===== config.mk =====
export PLATFORM = sky130hd
export DESIGN_NAME = irq_arbiter
export DESIGN_NICKNAME = d
export VERILOG_FILES = /design/src/rtl/irq_arb_pkg.sv /design/src/rtl/nmi_gate.sv /design/src/rtl/irq_prio.sv /design/src/rtl/wait_ctrl.sv /design/src/rtl/irq_arbiter.sv
export SDC_FILE = /design/constraint.sdc
export NUM_CORES = 1
export LEC_CHECK = 0
export ABC_AREA = 0
export CORE_MARGIN = 2
export CORE_UTILIZATION = 39
export DETAILED_ROUTE_END_ITERATION = 8
export HOLD_SLACK_MARGIN = 0.02
export PLACE_DENSITY_LB_ADDON = 0.15
export SYNTH_ARGS = -nofsm -noshare
export SYNTH_HDL_FRONTEND = slang
export SYNTH_SLANG_ARGS = --single-unit
export TNS_END_PERCENT = 30

===== constraint.sdc =====
create_clock -name clk -period 1.6 [get_ports clk]
set_input_delay 0.16 -clock clk [delete_from_list [all_inputs] [get_ports clk]]
set_output_delay 0.16 -clock clk [all_outputs]
set_load 0.01 [all_outputs]

===== src/rtl/irq_arb_pkg.sv =====
package irq_arb_pkg;
  localparam int NSRC = 3;

  typedef enum logic [1:0] {
    SRC_NONE = 2'd0,
    SRC_NMI  = 2'd1,
    SRC_FAST = 2'd2,
    SRC_NORM = 2'd3
  } src_e;

  typedef enum logic [1:0] {
    FRM_NONE  = 2'd0,
    FRM_FULL  = 2'd1,
    FRM_SHORT = 2'd2
  } frame_e;
endpackage


===== src/rtl/nmi_gate.sv =====
module nmi_gate (
  input  logic clk,
  input  logic rst_n,
  input  logic pin,
  input  logic arm_evt,
  input  logic clr,
  output logic armed,
  output logic pend
);
  logic pin_q;
  logic rise;

  assign rise = pin & ~pin_q;

  always_ff @(posedge clk) begin
    if (!rst_n) begin
      pin_q <= 1'b0;
      armed <= 1'b0;
      pend  <= 1'b0;
    end else begin
      pin_q <= pin;
      if (arm_evt) armed <= 1'b1;
      if (rise && armed) pend <= 1'b1;
      else if (clr)      pend <= 1'b0;
    end
  end
endmodule


===== src/rtl/irq_prio.sv =====
module irq_prio
  import irq_arb_pkg::*;
#(
  parameter int VEC_W = 16,
  parameter int CYC_W = 5,
  parameter logic [VEC_W-1:0] VEC_NMI  = 16'hFFFC,
  parameter logic [VEC_W-1:0] VEC_FAST = 16'hFFF6,
  parameter logic [VEC_W-1:0] VEC_NORM = 16'hFFF8,
  parameter int CYC_FULL  = 19,
  parameter int CYC_SHORT = 10
) (
  input  logic             nmi_pend,
  input  logic             fast_lvl,
  input  logic             norm_lvl,
  input  logic             mask_f,
  input  logic             mask_i,
  output logic             hit,
  output logic [1:0]       src,
  output logic [VEC_W-1:0] vector,
  output logic [CYC_W-1:0] cycles,
  output logic             short_frame
);
  localparam logic [VEC_W-1:0] VEC_TBL [NSRC] = '{VEC_NMI, VEC_FAST, VEC_NORM};
  localparam logic [CYC_W-1:0] CYC_TBL [NSRC] =
    '{CYC_W'(CYC_FULL), CYC_W'(CYC_SHORT), CYC_W'(CYC_FULL)};
  localparam logic [NSRC-1:0] SHORT_SET = 3'b010;

  logic [NSRC-1:0] req;
  logic [NSRC-1:0] blk;
  logic [NSRC-1:0] elig;
  logic [1:0]      sel;

  assign req = {norm_lvl, fast_lvl, nmi_pend};
  assign blk = {mask_i, mask_f, 1'b0};

  generate
    for (genvar k = 0; k < NSRC; k++) begin : g_elig
      assign elig[k] = req[k] & ~blk[k];
    end
  endgenerate

  always_comb begin
    sel = 2'd0;
    for (int k = NSRC - 1; k >= 0; k--) begin
      if (elig[k]) sel = 2'(k);
    end
  end

  assign hit         = |elig;
  assign src         = hit ? (sel + 2'd1) : SRC_NONE;
  assign vector      = VEC_TBL[sel];
  assign cycles      = CYC_TBL[sel];
  assign short_frame = SHORT_SET[sel];
endmodule


===== src/rtl/wait_ctrl.sv =====
module wait_ctrl (
  input  logic clk,
  input  logic rst_n,
  input  logic any_req,
  input  logic push_req,
  input  logic can_enter,
  input  logic any_line,
  input  logic accept,
  output logic wait_any,
  output logic wait_push
);
  always_ff @(posedge clk) begin
    if (!rst_n) begin
      wait_any  <= 1'b0;
      wait_push <= 1'b0;
    end else begin
      if (wait_any && any_line)
        wait_any <= 1'b0;
      else if (any_req && !push_req && can_enter && !wait_push)
        wait_any <= 1'b1;

      if (accept)
        wait_push <= 1'b0;
      else if (push_req && can_enter && !wait_any)
        wait_push <= 1'b1;
    end
  end
endmodule


===== src/rtl/irq_arbiter.sv =====
module irq_arbiter
  import irq_arb_pkg::*;
#(
  parameter int VEC_W = 16,
  parameter int CYC_W = 5,
  parameter logic [VEC_W-1:0] VEC_NMI  = 16'hFFFC,
  parameter logic [VEC_W-1:0] VEC_FAST = 16'hFFF6,
  parameter logic [VEC_W-1:0] VEC_NORM = 16'hFFF8,
  parameter int CYC_FULL  = 19,
  parameter int CYC_SHORT = 10
) (
  input  logic             clk,
  input  logic             rst_n,
  input  logic             nmi_pin,
  input  logic             fast_pin,
  input  logic             norm_pin,
  input  logic             sp_wr,
  input  logic             cc_wr,
  input  logic             cc_mask_i,
  input  logic             cc_mask_f,
  input  logic             wait_any_req,
  input  logic             wait_push_req,
  output logic             svc_valid,
  input  logic             svc_ready,
  output logic [1:0]       svc_src,
  output logic [1:0]       svc_frame,
  output logic [VEC_W-1:0] svc_vector,
  output logic [CYC_W-1:0] svc_cycles,
  output logic             mask_i,
  output logic             mask_f,
  output logic             wait_any,
  output logic             wait_push
);
  logic             nmi_armed;
  logic             nmi_pend;
  logic             hs;
  logic             hit;
  logic [1:0]       pick_src;
  logic [VEC_W-1:0] pick_vec;
  logic [CYC_W-1:0] pick_cyc;
  logic             pick_short;
  logic             any_line;
  logic             raise;

  assign hs       = svc_valid & svc_ready;
  assign any_line = nmi_pend | fast_pin | norm_pin;
  assign raise    = !svc_valid && hit && !wait_any && !wait_any_req && !wait_push_req;

  nmi_gate u_nmi (
    .clk     (clk),
    .rst_n   (rst_n),
    .pin     (nmi_pin),
    .arm_evt (sp_wr),
    .clr     (hs && (svc_src == SRC_NMI)),
    .armed   (nmi_armed),
    .pend    (nmi_pend)
  );

  irq_prio #(
    .VEC_W     (VEC_W),
    .CYC_W     (CYC_W),
    .VEC_NMI   (VEC_NMI),
    .VEC_FAST  (VEC_FAST),
    .VEC_NORM  (VEC_NORM),
    .CYC_FULL  (CYC_FULL),
    .CYC_SHORT (CYC_SHORT)
  ) u_prio (
    .nmi_pend    (nmi_pend),
    .fast_lvl    (fast_pin),
    .norm_lvl    (norm_pin),
    .mask_f      (mask_f),
    .mask_i      (mask_i),
    .hit         (hit),
    .src         (pick_src),
    .vector      (pick_vec),
    .cycles      (pick_cyc),
    .short_frame (pick_short)
  );

  wait_ctrl u_wait (
    .clk       (clk),
    .rst_n     (rst_n),
    .any_req   (wait_any_req),
    .push_req  (wait_push_req),
    .can_enter (!svc_valid),
    .any_line  (any_line),
    .accept    (hs),
    .wait_any  (wait_any),
    .wait_push (wait_push)
  );

  // Mask bits: entry sets them, a core write loads them.
  always_ff @(posedge clk) begin
    if (!rst_n) begin
      mask_i <= 1'b1;
      mask_f <= 1'b1;
    end else if (hs) begin
      mask_i <= 1'b1;
      if (svc_src != SRC_NORM) mask_f <= 1'b1;
    end else if (cc_wr) begin
      mask_i <= cc_mask_i;
      mask_f <= cc_mask_f;
    end
  end

  // Descriptor register: captured on raise, frozen until the handshake.
  always_ff @(posedge clk) begin
    if (!rst_n) begin
      svc_valid  <= 1'b0;
      svc_src    <= SRC_NONE;
      svc_frame  <= FRM_NONE;
      svc_vector <= '0;
      svc_cycles <= '0;
    end else if (hs) begin
      svc_valid <= 1'b0;
    end else if (raise) begin
      svc_valid  <= 1'b1;
      svc_src    <= pick_src;
      svc_vector <= pick_vec;
      svc_cycles <= pick_cyc;
      if (wait_push)       svc_frame <= FRM_NONE;
      else if (pick_short) svc_frame <= FRM_SHORT;
      else                 svc_frame <= FRM_FULL;
    end
  end

  logic unused_ok;
  assign unused_ok = nmi_armed;
endmodule


==> results.md, run 1 <==
* Synth warn at 0
* Worst Reg-to-Reg Cells at 3
* CORE AREA at 0.00198 mm²
* Fin. Hold Viols at 0
* CTS Root Cell: clkbuf_4
* CTS sink cnt at 16
* Sequential-to-total area share from yosys stat at 38.4%
* Primary FF master, synth: dfxtp_1
* Cells after Synth at 94
* Tightest Hold Check Type: in -> reg
* Simple-Gate Fraction of Synth Area at 20.1%
* Vias/cell at 4.67
* Post-CTS Setup Bufs at 0
* P&R area growth vs syn at 44.6%
* First-pass GRT wire length at 2780 µm
* N_diodes at 0
* Drt initial violations at 9
* Top flop regs: svc_vector: 3 flops, svc_frame: 2 flops, svc_src: 2 flops
* Period utilisation layout at 92.4%
* Post-route ant nets at 0
* Status: completed
* IO buf count at 39
* Seq pwr share at 48.9%
* Top-area cell type share of the netlist area at 38.4%
* Largest fanout on the critical path at 8
* Vias in the first global route at 627
* Initial antenna violation count at 0
* VDD IR max at 0.517 mV
* CTS Hold Bufs at 0
* Hold EP: u_nmi.armed$_SDFFE_PN0P_
* Clk_skew at 0.000356 ns
* Sw Share at 24.1%
* Gr usage total at 14.8%
* Synth Area in XOR/XNOR at 0%
* Initial Util at 42.0%
* Synthesized cell area at 833 µm²
* Worst Path Required at 1.77 ns
* Reg2reg setup slack at 0.12 ns
* Fmax at 677 MHz
* Max-Cap Viols at 0
* RSZ-0062 raised after global routing: no
* Leakage at 0.481 nW
* Post-Route Setup TNS at 0 ns
* Syn Area/Cell at 8.86 µm²
* Post-synthesis mux area share at 7.21%
* Post-synthesis adder-cell area fraction at 1.50%
* TritonCTS Buffers at 3
* DR vias at 710
* Die Y at 50.2 µm
* Pwr dens at 736 mW/mm²
* Setup ws final at 0.122 ns
* Data arrival time of the critical path at 1.65 ns
* Layout cells sized above 1 at 12.0%
* Synth unique cells at 29
* Clock Latency Late Sink at 0.28 ns
* Combinational share of power at 21.7%
* Critical path class: reg -> reg
* Rows at 16
* Largest net degree at the start of global routing at 15
* Post-synth top cells: 17 x buf_4, 16 x dfxtp_1, 11 x nand2_1, 6 x mux2i_1, 6 x nand2b_1
* Worst setup SP type: flop
* CTS max path bufs at 2
* Largest family of logic cells by synthesized area: simple AND/OR/NAND/NOR gates
* CTS H-tree lvls at 1
* Die area at 0.00252 mm²
* DR WL/cell at 11.2 µm
* R2R Path Start: u_wait.wait_any$_SDFFE_PP0P_
* Power after layout at 0.000887 W
* Io pins at 42
* Top cell type by total area after synthesis: dfxtp_1
* DRC violations left at 0
* Internal at 0.000673 W
* Setup crit end kind: flop
* Final GP Congestion at 0.689
* TritonCTS clock tree: done
* Hold_ws at 0.454 ns
* Clock share of power at 29.3%
* Post-synthesis compound-gate area fraction at 12.9%
* Clk pin slew, worst setup/hold paths at 0.09 ns
* Routed wire length at 1710 µm
* Final Slew Violations at 0
* Setup WS pre-CTS at -0.147 ns
* Biggest register: svc_vector
* Top area cells in the synthesized netlist: dfxtp_1 38%, buf_4 15%, mux2i_1 7.2%
* Most frequent cell after synthesis: buf_4
* Nets@finish at 139
* Hold wc startpoint: sp_wr
* Post-route minimum period at 1.48 ns
* Hold Path Cell Cnt at 2
* Asr flop ratio synth at 0%
* Final setup fails at 0
* GRT Residual Overflow at 0
* Final Util at 60.8%
* EDFF count, synth at 0
* Reg2reg end: svc_vector[1]$_SDFFE_PN0P_
* Synthesized flop and latch total at 16
* Largest register FFs at 3
* Switch Pwr at 0.000214 W
* Die X at 50.2 µm
* Dpl hpwl at 1360 µm
* DR pass1 iterations at 4
-- metal layers --
metal / share of wire, % / vias to the layer above / GRT usage, %
met2: 47 / 29 / 23.0
li1: - / 356 / -
met3: 6.2 / 4 / 3.57
met5: 0 / - / 0
met4: 1.5 / 0 / 8.33
met1: 45 / 321 / 18.6
-- worst max-delay path by stage --
| stage | from | to | depth (start not counted) |
|---|---|---|---|
| 2_1_floorplan | svc_valid$_SDFFE_PP0P_ | svc_cycles[1]$_SDFFE_PN0P_ | 4 |
| 3_3_place_gp | wait_any_req | svc_frame[0]$_SDFFE_PN0P_ | 4 |
| 3_5_place_dp | fast_pin | svc_src[1]$_SDFFE_PN0P_ | 6 |
| 4_1_cts | u_wait.wait_any$_SDFFE_PP0P_ | svc_vector[1]$_SDFFE_PN0P_ | 3 |
| 5_1_grt | svc_cycles[1]$_SDFFE_PN0P_ | svc_vector[6] | 1 |
| 6_report | u_wait.wait_any$_SDFFE_PP0P_ | svc_vector[1]$_SDFFE_PN0P_ | 3 |
-- cell type report --
cell class	count	area, µm²
Tap cell	27	33.8
Timing Repair Buffer	46	443
Inverter	4	15.0
Sequential cell	16	322
Fill cell	179	777
Clock buffer	4	36.3
Multi-Input combinational cell	55	355
-- power groups by stage --
stage / clock network (W) / registers [W] / logic, W
2_1_floorplan: 0 / 0.000450 / 0.0000949
3_3_place_gp: 0 / 0.000442 / 0.000190
3_5_place_dp: 0 / 0.000443 / 0.000193
4_1_cts: 0.000266 / 0.000434 / 0.000194
5_1_grt: 0.000287 / 0.000437 / 0.000209
6_report: 0.000260 / 0.000434 / 0.000193
-- repair_timing --
action                     4_1_cts  5_1_grt
resized for setup                1        2
setup endpoints to repair       13        3
cloned                           0        0
-- kinds of logic after synthesis --
| kind of cell | Yosys count |
|---|---|
| compound gates | 16 |
| buf+inv | 24 |
| mux | 6 |
| other cells | 1 |
| flops | 16 |
| fa+ha+maj | 1 |
| simple gates | 30 |
-- worst max-delay path: stages (launching register included) --
cell and delay, ns:
dfxtp_1 0.36, or4_4 0.55, a31o_2 0.32, mux2i_1 0.14
-- through the flow --
step | std cells | instance area, µm²
3_5_place_dp | 148 | 1170
3_3_place_gp | 148 | 1170
6_report | 152 | 1200
5_1_grt | 152 | 1200
4_1_cts | 152 | 1200
2_1_floorplan | 95 | 837
-- cells in the final DEF, fill, tap and decap left out, types with 2 or more instances in the layout --
| cell type | instances |
|---|---|
| buf_4 | 7 |
| conb_1 | 2 |
| o21ai_0 | 3 |
| clkdlybuf4s50_1 | 39 |
| mux2i_1 | 6 |
| o21a_1 | 2 |
| nor2b_1 | 4 |
| nand2b_1 | 6 |
| inv_1 | 4 |
| nor3_1 | 2 |
| dfxtp_1 | 15 |
| clkbuf_4 | 3 |
| a21oi_1 | 2 |
| nand2_1 | 11 |
| a21boi_0 | 2 |
No activity file was read; power rests on OpenSTA's default activity.
==> run 2, diff against run 1 <==
Settings changed: CORE_MARGIN 2 to default.
==> run 2 against run 1 <==
Critical path depth did not move. Worst setup slack got worse by 0.058 ns. Power fell by 6.0%. Worst hold slack improved by 0.0010 ns. Die area fell by 7.8%. First-iteration DRC count fell by 67%. Global-route usage rose by 1.0 points. Largest power group unchanged.
==> results.md, run 2 (synthesis results as in run 1) <==
* Worst setup SP type: flop
* Post-CTS resize count at 1 (unchanged)
* Clk pin slew, worst setup/hold paths at 0.09 ns (about the same)
* Setup WS pre-CTS at -0.116 ns (+0.0305 ns)
* First-pass GRT wire length at 2480 µm (-11%)
* Vias/cell at 4.66 (-0.23%)
* Initial Util at 42.0% (unchanged)
* Pwr dens at 691 mW/mm² (-6.1%)
* Rows at 16 (unchanged)
* Largest fanout on the critical path at 8 (unchanged)
* Most common cell after layout, fill and taps aside: clkdlybuf4s50_1
* Worst Path Required at 1.76 ns (about the same)
* Period utilisation layout at 96.0% (+3.6 points)
* Worst path slowest cell: or4_4
* Crit-path cells: or4_4, a31o_1, mux2i_1
* Fmax at 651 MHz (-3.8%)
* Clock share of power at 24.7% (-4.6 points)
* Data arrival time of the critical path at 1.70 ns (+0.05 ns)
* Seq pwr share at 52.0% (+3.1 points)
* Vias in the first global route at 603 (-3.8%)
* Drt initial violations at 3 (-6)
* Initial antenna violation count at 0 (unchanged)
* DR WL/cell at 10.6 µm (-5.8%)
* CP peak stage delay at 0.55 ns (about the same)
* Final Slew Violations at 0 (unchanged)
* TritonCTS Buffers at 3 (unchanged)
* Switch Pwr at 0.000209 W (-2.2%)
* CTS sink cnt at 16 (unchanged)
* Fin. Hold Viols at 0 (unchanged)
* Critical path class: reg -> reg
* IO buf count at 39 (unchanged)
* CORE AREA at 0.00198 mm² (unchanged)
* Sw Share at 25.1% (+0.97 points)
* Most frequent cells in the layout: 39 x clkdlybuf4s50_1, 15 x dfxtp_1, 11 x nand2_1
* CTS max path bufs at 2 (unchanged)
* Nets@finish at 141 (+1.4%)
* Setup ws final at 0.0636 ns (-0.0584 ns)
* GRT Residual Overflow at 0 (unchanged)
* CTS Hold Bufs at 0 (unchanged)
* Clk_skew at 0.00416 ns (+0.00381 ns)
* Routed wire length at 1620 µm (-5.1%)
* Final Util at 60.9% (+0.063 points)
* Largest net degree at the start of global routing at 15 (unchanged)
* Die Y at 48.2 µm (-4.0%)
* Top flop regs: svc_vector: 3 flops, svc_frame: 2 flops, svc_src: 2 flops
* Biggest register: svc_vector
* Io pins at 42 (unchanged)
* Layout cells sized above 1 at 11.9% (-0.095 points)
* DR pass1 iterations at 5 (+1)
* N_diodes at 0 (unchanged)
* Gr usage total at 15.8% (+1.0 points)
* Largest register FFs at 3 (unchanged)
* Tightest Hold Check Type: in -> reg
* Dpl hpwl at 1260 µm (-7.5%)
* Leakage at 0.483 nW (+0.56%)
* CTS H-tree lvls at 1 (unchanged)
* Die X at 48.2 µm (-4.0%)
* RSZ-0062 raised after global routing: no
* Post-CTS Setup Bufs at 0 (unchanged)
* CTS Root Cell: clkbuf_4
* Clock Latency Late Sink at 0.28 ns (about the same)
* DRC violations left at 0 (unchanged)
* Post-route minimum period at 1.54 ns (+0.0584 ns)
* Setup crit end kind: flop
* Die area at 0.00233 mm² (-7.8%)
* VDD IR max at 0.407 mV (-21%)
* Internal at 0.000624 W (-7.2%)
* Final setup fails at 0 (unchanged)
* Status: completed
* Post-route insts no fill at 153 (+0.66%)
* Max-Cap Viols at 0 (unchanged)
* TritonCTS clock tree: done
* DR vias at 713 (+0.42%)
* Combinational share of power at 23.2% (+1.5 points)
* Placed cells at 150 (+1.4%)
* Post-route ant nets at 0 (unchanged)
* P&R area growth vs syn at 44.7%
* Final GP Congestion at 0.732 (+6.2%)
* Power after layout at 0.000834 W (-6.0%)
## run 2: path summary, 6_finish.rpt
check             cells past startpoint                         start  slack, ns                   endpoint
setup / recovery                      3  u_wait.wait_any$_SDFFE_PP0P_       0.06  svc_frame[1]$_SDFFE_PN0P_
hold / removal                        2                         sp_wr       0.46   u_nmi.armed$_SDFFE_PN0P_
setup reg to reg                      3  u_wait.wait_any$_SDFFE_PP0P_       0.06  svc_frame[1]$_SDFFE_PN0P_
hold reg to reg                       1      u_nmi.armed$_SDFFE_PN0P_       0.47   u_nmi.armed$_SDFFE_PN0P_
## run 2: stage by stage
| stage | setup TNS, ns | hold slack [ns] | cell area, µm² |
|---|---|---|---|
| CTS | 0 | 0.448 | 1210 |
| finish | 0 | 0.455 | 1210 |
| global placement | -0.533 | 0.451 | 1180 |
| floorplan | 0 | 0.270 | 837 |
| detailed placement | -0.771 | 0.458 | 1180 |
| global route | 0 | 0.486 | 1210 |
## run 2: critical path, delay by kind of cell (launching register included)
family / cells / cell delay [ns]
compound gates: 1 / 0.34
flops: 1 / 0.36
mux: 1 / 0.17
simple gates: 1 / 0.55
## run 2: power by group through the flow
stage                     clock network [W]  registers, W  logic [W]
after floorplan                           0      0.000450  0.0000949
after detailed placement                  0      0.000443   0.000194
after global placement                    0      0.000443   0.000193
after global routing               0.000224      0.000438   0.000213
final                              0.000206      0.000434   0.000194
after CTS                          0.000221      0.000434   0.000195
## run 2: layer usage
layer | global-route usage [%] | share of wire, %
met2 | 24.8 | 44
met3 | 4.44 | 4.4
met5 | 0 | 0
met1 | 20.3 | 50
met4 | 6.67 | 0.86
## run 2: area by class of cell
| class | count | area [µm²] |
|---|---|---|
| clock buffers | 3 | 22.5 |
| fillers | 177 | 776 |
| inverters | 4 | 15.0 |
| multi-input cells | 55 | 355 |
| flip-flops and latches | 16 | 322 |
| well taps | 27 | 33.8 |
| repair buffers | 48 | 458 |
